[config.mk]
export PLATFORM = sky130hd
export DESIGN_NAME = intc_ctrl
export DESIGN_NICKNAME = d
export VERILOG_FILES = /design/src/rtl/intc_pkg.sv /design/src/rtl/intc_src_bank.sv /design/src/rtl/intc_ext_bank.sv /design/src/rtl/intc_cmd_latch.sv /design/src/rtl/intc_pin_gen.sv /design/src/rtl/intc_ctrl.sv
export SDC_FILE = /design/constraint.sdc
export NUM_CORES = 1
export LEC_CHECK = 0
export ABC_CLOCK_PERIOD_IN_PS = 4330
export BUFFER_PORTS_ARGS = -buffer_cell sky130_fd_sc_hd__buf_2
export CAP_MARGIN = 20
export CORE_ASPECT_RATIO = 0.8
export CORE_UTILIZATION = 45
export DETAILED_ROUTE_END_ITERATION = 16
export GPL_TIMING_DRIVEN = 1
export PLACE_DENSITY = 0.73
export SLEW_MARGIN = 25
export SYNTH_ARGS = -nofsm -noshare
export SYNTH_HDL_FRONTEND = slang
export SYNTH_SLANG_ARGS = --single-unit
[constraint.sdc]
create_clock -name clk_i -period 4.33 [get_ports clk_i]
set_clock_uncertainty 0.2 [all_clocks]
set_input_delay 0.2165 -clock clk_i [delete_from_list [all_inputs] [get_ports clk_i]]
set_output_delay 0.2165 -clock clk_i [all_outputs]
set_load 0.05 [all_outputs]
[src/rtl/intc_pkg.sv]
package intc_pkg;
  typedef enum logic [1:0] {
    SEL_STS  = 2'd0,
    SEL_EXT  = 2'd1,
    SEL_CMD  = 2'd2,
    SEL_NONE = 2'd3
  } reg_sel_e;
endpackage

[src/rtl/intc_src_bank.sv]
module intc_src_bank #(
  parameter int NSRC = 7
) (
  input  logic            clk_i,
  input  logic            rst_ni,
  input  logic [NSRC-1:0] evt_i,
  input  logic            clr_i,
  output logic [NSRC-1:0] sts_o
);
  for (genvar i = 0; i < NSRC; i++) begin : g_bit
    logic bit_q;
    always_ff @(posedge clk_i or negedge rst_ni) begin
      if (!rst_ni) bit_q <= 1'b0;
      else         bit_q <= (bit_q & ~clr_i) | evt_i[i];
    end
    assign sts_o[i] = bit_q;
  end
endmodule

[src/rtl/intc_ext_bank.sv]
module intc_ext_bank #(
  parameter int NEXT = 8
) (
  input  logic            clk_i,
  input  logic            rst_ni,
  input  logic [NEXT-1:0] evt_i,
  input  logic            clr_i,
  output logic [NEXT-1:0] ext_o,
  output logic            any_o
);
  logic [NEXT-1:0] ext_q;
  always_ff @(posedge clk_i or negedge rst_ni) begin
    if (!rst_ni) ext_q <= '0;
    else         ext_q <= (clr_i ? '0 : ext_q) | evt_i;
  end
  assign ext_o = ext_q;
  assign any_o = |ext_q;
endmodule

[src/rtl/intc_cmd_latch.sv]
module intc_cmd_latch #(
  parameter int CIW = 4
) (
  input  logic           clk_i,
  input  logic           rst_ni,
  input  logic           chg_i,
  input  logic [CIW-1:0] code_i,
  input  logic           clr_i,
  output logic [CIW-1:0] code_o,
  output logic           flag_o
);
  logic [CIW-1:0] code_q;
  logic           flag_q;
  always_ff @(posedge clk_i or negedge rst_ni) begin
    if (!rst_ni) begin
      code_q <= '0;
      flag_q <= 1'b0;
    end else begin
      if (chg_i) code_q <= code_i;
      flag_q <= (flag_q & ~clr_i) | chg_i;
    end
  end
  assign code_o = code_q;
  assign flag_o = flag_q;
endmodule

[src/rtl/intc_pin_gen.sv]
module intc_pin_gen (
  input  logic clk_i,
  input  logic rst_ni,
  input  logic dclk_i,
  input  logic pend_i,
  input  logic blank_req_i,
  output logic irq_no
);
  logic dclk_q, blank_q, irq_q;
  logic rise, blank_eff;

  assign rise      = dclk_i & ~dclk_q;
  assign blank_eff = blank_q | blank_req_i;

  always_ff @(posedge clk_i or negedge rst_ni) begin
    if (!rst_ni) begin
      dclk_q  <= 1'b0;
      blank_q <= 1'b0;
      irq_q   <= 1'b1;
    end else begin
      dclk_q <= dclk_i;
      if (rise) begin
        irq_q   <= blank_eff | ~pend_i;
        blank_q <= 1'b0;
      end else begin
        blank_q <= blank_eff;
      end
    end
  end
  assign irq_no = irq_q;
endmodule

[src/rtl/intc_ctrl.sv]
module intc_ctrl
  import intc_pkg::*;
#(
  parameter int NSRC = 7,
  parameter int NEXT = 8,
  parameter int CIW  = 4,
  localparam int DW  = NSRC + 2
) (
  input  logic            clk_i,
  input  logic            rst_ni,
  input  logic            dclk_i,
  input  logic [NSRC-1:0] src_evt_i,
  input  logic [NEXT-1:0] ext_evt_i,
  input  logic            cmd_chg_i,
  input  logic [CIW-1:0]  cmd_code_i,
  input  logic            rd_en_i,
  input  logic            wr_en_i,
  input  logic [1:0]      addr_i,
  input  logic [DW-1:0]   wdata_i,
  output logic [DW-1:0]   rdata_o,
  output logic            irq_no
);
  logic            rd_sts, rd_ext, rd_cmd;
  logic [NSRC-1:0] src_sts;
  logic [NEXT-1:0] ext_q;
  logic            ext_any, cmd_flag;
  logic [CIW-1:0]  cmd_code;
  logic [DW-1:0]   mask_q, sts_word;
  logic            pend;

  assign rd_sts = rd_en_i && (addr_i == SEL_STS);
  assign rd_ext = rd_en_i && (addr_i == SEL_EXT);
  assign rd_cmd = rd_en_i && (addr_i == SEL_CMD);

  intc_src_bank #(.NSRC(NSRC)) u_src (
    .clk_i, .rst_ni, .evt_i(src_evt_i), .clr_i(rd_sts), .sts_o(src_sts)
  );

  intc_ext_bank #(.NEXT(NEXT)) u_ext (
    .clk_i, .rst_ni, .evt_i(ext_evt_i), .clr_i(rd_ext), .ext_o(ext_q), .any_o(ext_any)
  );

  intc_cmd_latch #(.CIW(CIW)) u_cmd (
    .clk_i, .rst_ni, .chg_i(cmd_chg_i), .code_i(cmd_code_i), .clr_i(rd_cmd),
    .code_o(cmd_code), .flag_o(cmd_flag)
  );

  always_ff @(posedge clk_i or negedge rst_ni) begin
    if (!rst_ni)                             mask_q <= '0;
    else if (wr_en_i && addr_i == SEL_STS)   mask_q <= wdata_i;
  end

  assign sts_word = {cmd_flag, ext_any, src_sts};
  assign pend     = |(sts_word & ~mask_q);

  always_comb begin
    rdata_o = '0;
    case (addr_i)
      SEL_STS: rdata_o = sts_word;
      SEL_EXT: rdata_o[NEXT-1:0] = ext_q;
      SEL_CMD: rdata_o[CIW-1:0]  = cmd_code;
      default: rdata_o = '0;
    endcase
  end

  intc_pin_gen u_pin (
    .clk_i, .rst_ni, .dclk_i, .pend_i(pend),
    .blank_req_i(rd_sts | rd_ext | rd_cmd), .irq_no
  );
endmodule

==> impl_metrics.ini, run 1 <==
[run_status]
status = complete, no violations

[logic_synthesis]
yosysUniqueCellTypes = 23
synth-simple-area-share_pct = 11.2
synth_largest_area_cell = dfrtp_1
synth-compound-area-share_pct = 13.4
synth_edf_count = 0
async_reset_ff_share_pct = 100
ys_warn_count = 0
synth_top_area_share_pct = 55.7
synth_most_common_cell = dfrtp_1
ys_seq_area_share_pct = 57.5
syn-instance-count = 114
synthMuxAreaShare_pct = 15.5
synth.avg_cell_area_um2 = 12.2
synthAdderAreaFrac_pct = 0
yosys-top-cells-area = dfrtp_1 (56%), mux2_2 (11%), a21o_1 (7.5%)
ys.flop_type = dfrtp_1
mappedNetlistNets = 150
synth_seq_cells = 32
synth_top_family_by_area = multiplexers
synthXorXnorAreaFrac_pct = 0
syn_area_um2 = 1390
synth_commonest_cells = dfrtp_1 (31), a21o_1 (14), mux2_2 (13)

[die]
num_rows = 17
ios = 46
start_util_pct = 48.9
core_region_area_um2 = 2850
dieArea_um2 = 3330
die_y_um = 51.8
die_w_um = 64.2

[clocking]
cts_setup_buffers = 0
clock_path_buffers = 2
cts_tree = yes
cts_max_level = 2
cts_buffers = 5
cts.clk_slew.worst_paths_ns = 0.06
cts.root.buffer_cell = clkbuf_8
clock-sinks = 32
insertion_delay_ns = 0.28

[detailed_routing]
totalWireLength_um = 3090
first_pass_iters = 4
drtIter0Drc = 30
wl_per_cell_um = 13.3
antenna_left = 0
drc_errors = 0
via_count = 1139
drt-vias-per-instance = 4.91

[sta]
slew_violations = 0
fin_crit_sh_pct = 45.2
fin_tns_setup_ns = 0
slew_headroom_pct = 54.1
rsz0062_at_grt = false
final-setup-viol-count = 0
fin_crit_ns = 1.96
hold_viol_final = 0
max_slew.worst_pin.slew_ns = 0.689
max_freq_mhz = 511

[global_route]
grt_overflow = 0
grt_first_pass_wirelength_um = 5100
grt_usage_pct = 21.7
grt_pass1_vias = 1141
grt_max_degree = 33
antenna_found_initial = 0

[power_and_ir_drop]
power.leakage_nw = 0.961
p_sw_w = 0.000193
internal_power_w = 0.000528
ir_drop_uv = 230
power_density_nw_per_um2 = 353
p_clk_share_pct = 31.6
seq_power_share_pct = 48.7
switching_share_pct = 26.7
total_power_w = 0.000721
power_frac_comb_pct = 19.7

[worst_setup_path]
r2r_end = u_pin.irq_no
crit_arrival_ns = 1.54
cp-endpoint = rdata_o[7]
worst_path_largest_cell_delay_ns = 0.43
crit_path_start = u_ext.ext_o[2]
cp_max_fo = 3
reg2reg_slack_ns = 2.59
crit_chain = nor4_4 -> a21oi_1 -> a21oi_1 -> nor2_1 -> buf_2
slowest_stage = dfrtp_1
worstPathRequired_ns = 3.91
crit_type = reg -> out
start_kind = register
reg2reg_from = u_ext.ext_o[2]
cpMostUsedCell = a21oi_1
end_kind = output pin
reg2reg_depth = 4

[worst_hold_path]
hold_path.class = in -> reg

[cells_and_area]
multi_input_area_um2 = 559
nFillCells = 218
antenna_cells = 0
syn_to_final_growth_pct = 46.6
final_nets = 229
seqCellArea_um2 = 802
drive_gt1_share_pct = 35.1

[run]
max-cap-violations = 0

[placement]
globalplace.congestion = 0.793
dp.final_hpwl_um = 2290
portBuffers = 45
power groups by stage:
stage	registers (W)	logic (W)	clock network [W]
5_1_grt	0.000355	0.000154	0.000251
2_1_floorplan	0.000355	0.0000779	0
3_5_place_dp	0.000357	0.000123	0
6_report	0.000351	0.000142	0.000228
4_1_cts	0.000352	0.000144	0.000237
3_3_place_gp	0.000355	0.000118	0
how the worst min path moves through the flow:
stage                               to       from  cells after the start  slack [ns]
final                     u_cmd.flag_o  cmd_chg_i                      2        0.01
after global routing      u_cmd.flag_o  cmd_chg_i                      2        0.02
after CTS                 u_cmd.flag_o  cmd_chg_i                      2       0.006
after detailed placement  u_pin.dclk_q     rst_ni                      1         0.1
after global placement    u_pin.dclk_q     rst_ni                      1        0.08
after floorplan              mask_q[0]     rst_ni                      0       -0.28
timing repair:
action,4_1_cts,5_1_grt
endpoints found under the hold margin,60,0
gates resized for setup,0,0
hold buffers,30,0
layer usage:
metal  share of wire, %  vias to the layer above  wire [um]  GRT usage, %
li1                   -                      555          -             -
met1                 45                      542       1380          26.0
met3                6.5                        2        200          8.77
met2                 48                       40       1490          34.9
met5                  0                        -          0             0
met4               0.78                        0         24          8.89
sequential cells by signal (all words and copies together), names as in the netlist:
register           cells
u_cmd.code_o           4
u_cmd.flag_o           1
mask_q                 9
u_src.g_bit.bit_q      7
u_pin.dclk_q           1
u_ext.ext_o            8
u_pin.irq_no           1
u_pin.blank_q          1
per-stage QoR:
| stage | hold slack (ns) | util [%] | instances | instance area [um2] | worst slack, ns |
|---|---|---|---|---|---|
| after floorplan | -0.279 | - | 114 | 1390 | 2.32 |
| after global routing | 0.0217 | 71.7 | 232 | 2040 | 2.30 |
| final | 0.0135 | 71.7 | 232 | 2040 | 2.37 |
| after detailed placement | 0.0956 | 58.0 | 194 | 1650 | 2.60 |
| after CTS | 0.00569 | 71.7 | 232 | 2040 | 2.36 |
| after global placement | 0.0848 | 58.0 | 194 | 1650 | 2.63 |
cell families after synthesis:
kind of cell,Yosys count
buf+inv,8
compound gates,28
simple gates,26
mux,20
flops,32
layout by cell type, fill, tap and decap left out:
cell type      count
nand2_1            8
nor2_1             7
nor4_4             2
or2b_1             1
a21o_2             1
and2_1             1
dlygate4sd3_1     30
nor2b_1            2
a21oi_1            4
o2111ai_1          1
nor3_1             1
dfrtp_1           31
o21ai_0            5
nand2b_1           3
inv_1              5
clkbuf_1           2
o22ai_1            2
mux2i_1            7
dfstp_2            1
a21o_1            14
clkbuf_8           6
mux2_2            13
buf_2             45
or4_1              1
a31oi_1            1
final cells by class:
cell class	instances	share of cell area [%]
clock buffers	8	4.41
flip-flops and latches	32	39.3
repair buffers	75	25.7
inverters	5	0.919
multi-input cells	74	27.4
well taps	38	2.33
worst max-delay path: cells and delay by family (launching register included):
family,cells,cell delay [ns]
and+or+nand+nor,2,0.37
buffers and inverters,1,0.22
AOI/OAI and AO/OA,2,0.24
DFF,1,0.43
Power figures use the tool's default switching activity.
==> run 2: changes to the inputs <==
Settings changed: ABC_CLOCK_PERIOD_IN_PS 4330 to 1800, CORE_UTILIZATION 45 to 44, PLACE_DENSITY 0.73 to 0.75.
Clock period 4.33 ns to 1.8 ns, I/O delays scaled along.
==> run 2 against run 1 <==
  * Power up 150%
  * Clock power grew 140%
  * Global-route usage up 2.2 points
  * Clock-buffer cell count is the same
  * Die area grew 2.2%
  * Sequential share of layout area is 2.1 points lower
  * First-iteration DRC count is 10% higher
  * Core utilization grew 3.4 points
  * Register-to-register slack got worse by 2.5 ns
  * Sequential power increased by 140%
  * Worst setup slack lost 2.3 ns
  * Final cell count rose by 5.2%
  * Largest power group unchanged
  * Highest routed layer unchanged
==> impl_metrics.ini, run 2 (synthesis results as in run 1) <==
[die]
die_w_um = 64.9
dieArea_um2 = 3400
ios = 46
die_y_um = 52.3
num_rows = 17
start_util_pct = 48.5
core_region_area_um2 = 2870

[run_status]
status = complete, no violations

[worst_setup_path]
crit_arrival_ns = 1.45
r2r_end = u_pin.irq_no
cp-endpoint = rdata_o[7]
cpMostUsedCell = a21oi_1
reg2reg_from = u_ext.ext_o[6]
start_kind = register
worstPathRequired_ns = 1.51
crit_path_start = u_ext.ext_o[6]
reg2reg_slack_ns = 0.11
end_kind = output pin
worst_path_largest_cell_delay_ns = 0.42
slowest_stage = dfrtp_1
crit_chain = nor4_4 -> a21oi_1 -> a21oi_1 -> nor2_1 -> buf_6
cp_max_fo = 2
crit_type = reg -> out
reg2reg_depth = 4

[sta]
rsz0062_at_grt = true
finalHoldWorstSlack_ns = 0.176
fin_crit_sh_pct = 96.7
slew_violations = 0
max_slew.worst_pin.slew_ns = 0.693
fin_ws_ns = 0.0600
fin_tns_setup_ns = 0
final-setup-viol-count = 0
hold_viol_final = 0
slew_headroom_pct = 53.8
fin_crit_ns = 1.74
max_freq_mhz = 575

[worst_hold_path]
hold_path.class = in -> reg

[global_route]
grt_usage_pct = 23.8
grt_pass1_vias = 1277
grt_overflow = 0
grt_max_degree = 33
antenna_found_initial = 0
grt_first_pass_wirelength_um = 5660

[detailed_routing]
totalWireLength_um = 3480
via_count = 1191
antenna_left = 0
drc_errors = 0
drt-vias-per-instance = 4.88
first_pass_iters = 3
wl_per_cell_um = 14.3
drtIter0Drc = 33

[placement]
dp_slack_ns = 0.0928
globalplace.congestion = 0.826
portBuffers = 45
dp.final_hpwl_um = 2370

[cells_and_area]
largest_reg_flops = 9
drive_gt1_share_pct = 35.4
final_common_cell = buf_2
nFillCells = 213
final_nets = 241
mostFrequentLayoutCells = buf_2 (44), dlygate4sd3_1 (37), dfrtp_1 (31)
antenna_cells = 0
syn_to_final_growth_pct = 54.8
largest-register = mask_q

[clocking]
cts_max_level = 2
clock-sinks = 32
cts_tree = yes
cts_buffers = 5
cts.root.buffer_cell = clkbuf_8
clock_path_buffers = 2
insertion_delay_ns = 0.28
cts.clk_slew.worst_paths_ns = 0.06

[power_and_ir_drop]
power_density_nw_per_um2 = 822
total_power_w = 0.00177
ir_drop_uv = 592
power.leakage_nw = 1.01

[run]
max-cap-violations = 0
-- run 2: cell type report --
type / count / area [um2] / area share (%)
well taps: 38 / 47.5 / 2.20
repair buffers: 87 / 639 / 29.6
inverters: 5 / 18.8 / 0.870
clock buffers: 8 / 90.1 / 4.18
flip-flops and latches: 32 / 802 / 37.2
multi-input cells: 74 / 559 / 25.9
-- run 2: metal layers --
| layer | global-route usage (%) | routed length (um) |
|---|---|---|
| met4 | 8.89 | 33 |
| met1 | 26.9 | 1590 |
| met5 | 0 | 0 |
| met3 | 7.39 | 174 |
| met2 | 42.4 | 1680 |
-- run 2: timing repair --
| item | CTS | global route |
|---|---|---|
| hold buffers | 37 | 0 |
| gates resized for setup | 1 | 1 |
| endpoints found under the setup margin | 1 | 1 |
| endpoints found under the hold margin | 63 | 0 |
| buffers inserted | 0 | 3 |
| pin swaps | 0 | 2 |
-- run 2: metrics by stage --
step	utilization (%)	instance area, um2	std cells
after floorplan	-	1390	114
after global placement	58.1	1670	196
after detailed placement	58.1	1670	196
after CTS	74.2	2130	241
after global routing	75.1	2160	244
final	75.1	2160	244
-- run 2: critical path, delay by kind of cell, from the launching register on --
kind / cells / cell delay, ns
buffers and inverters: 1 / 0.15
AOI/OAI and AO/OA: 2 / 0.22
DFF: 1 / 0.42
and+or+nand+nor: 2 / 0.38
-- run 2: worst min path at each step --
stage / from / end / slack (ns) / depth (start not counted)
6_report: addr_i[0] / u_src.g_bit[0].bit_q / 0.18 / 4
5_1_grt: addr_i[0] / u_src.g_bit[3].bit_q / 0.21 / 4
4_1_cts: addr_i[0] / u_src.g_bit[2].bit_q / 0.17 / 4
3_5_place_dp: rst_ni / u_pin.dclk_q / -0.02 / 1
3_3_place_gp: rst_ni / u_pin.dclk_q / -0.03 / 1
2_1_floorplan: rst_ni / mask_q[0] / -0.41 / 0
-- run 2: report_power, final --
| group | leakage, nW | switching, W | internal, W |
|---|---|---|---|
| Clock | 0.0455 | 0.000242 | 0.000311 |
| Sequential | 0.338 | 0.0000505 | 0.000795 |
| Combinational | 0.629 | 0.000185 | 0.000189 |
| Total | 1.01 | 0.000478 | 0.00129 |
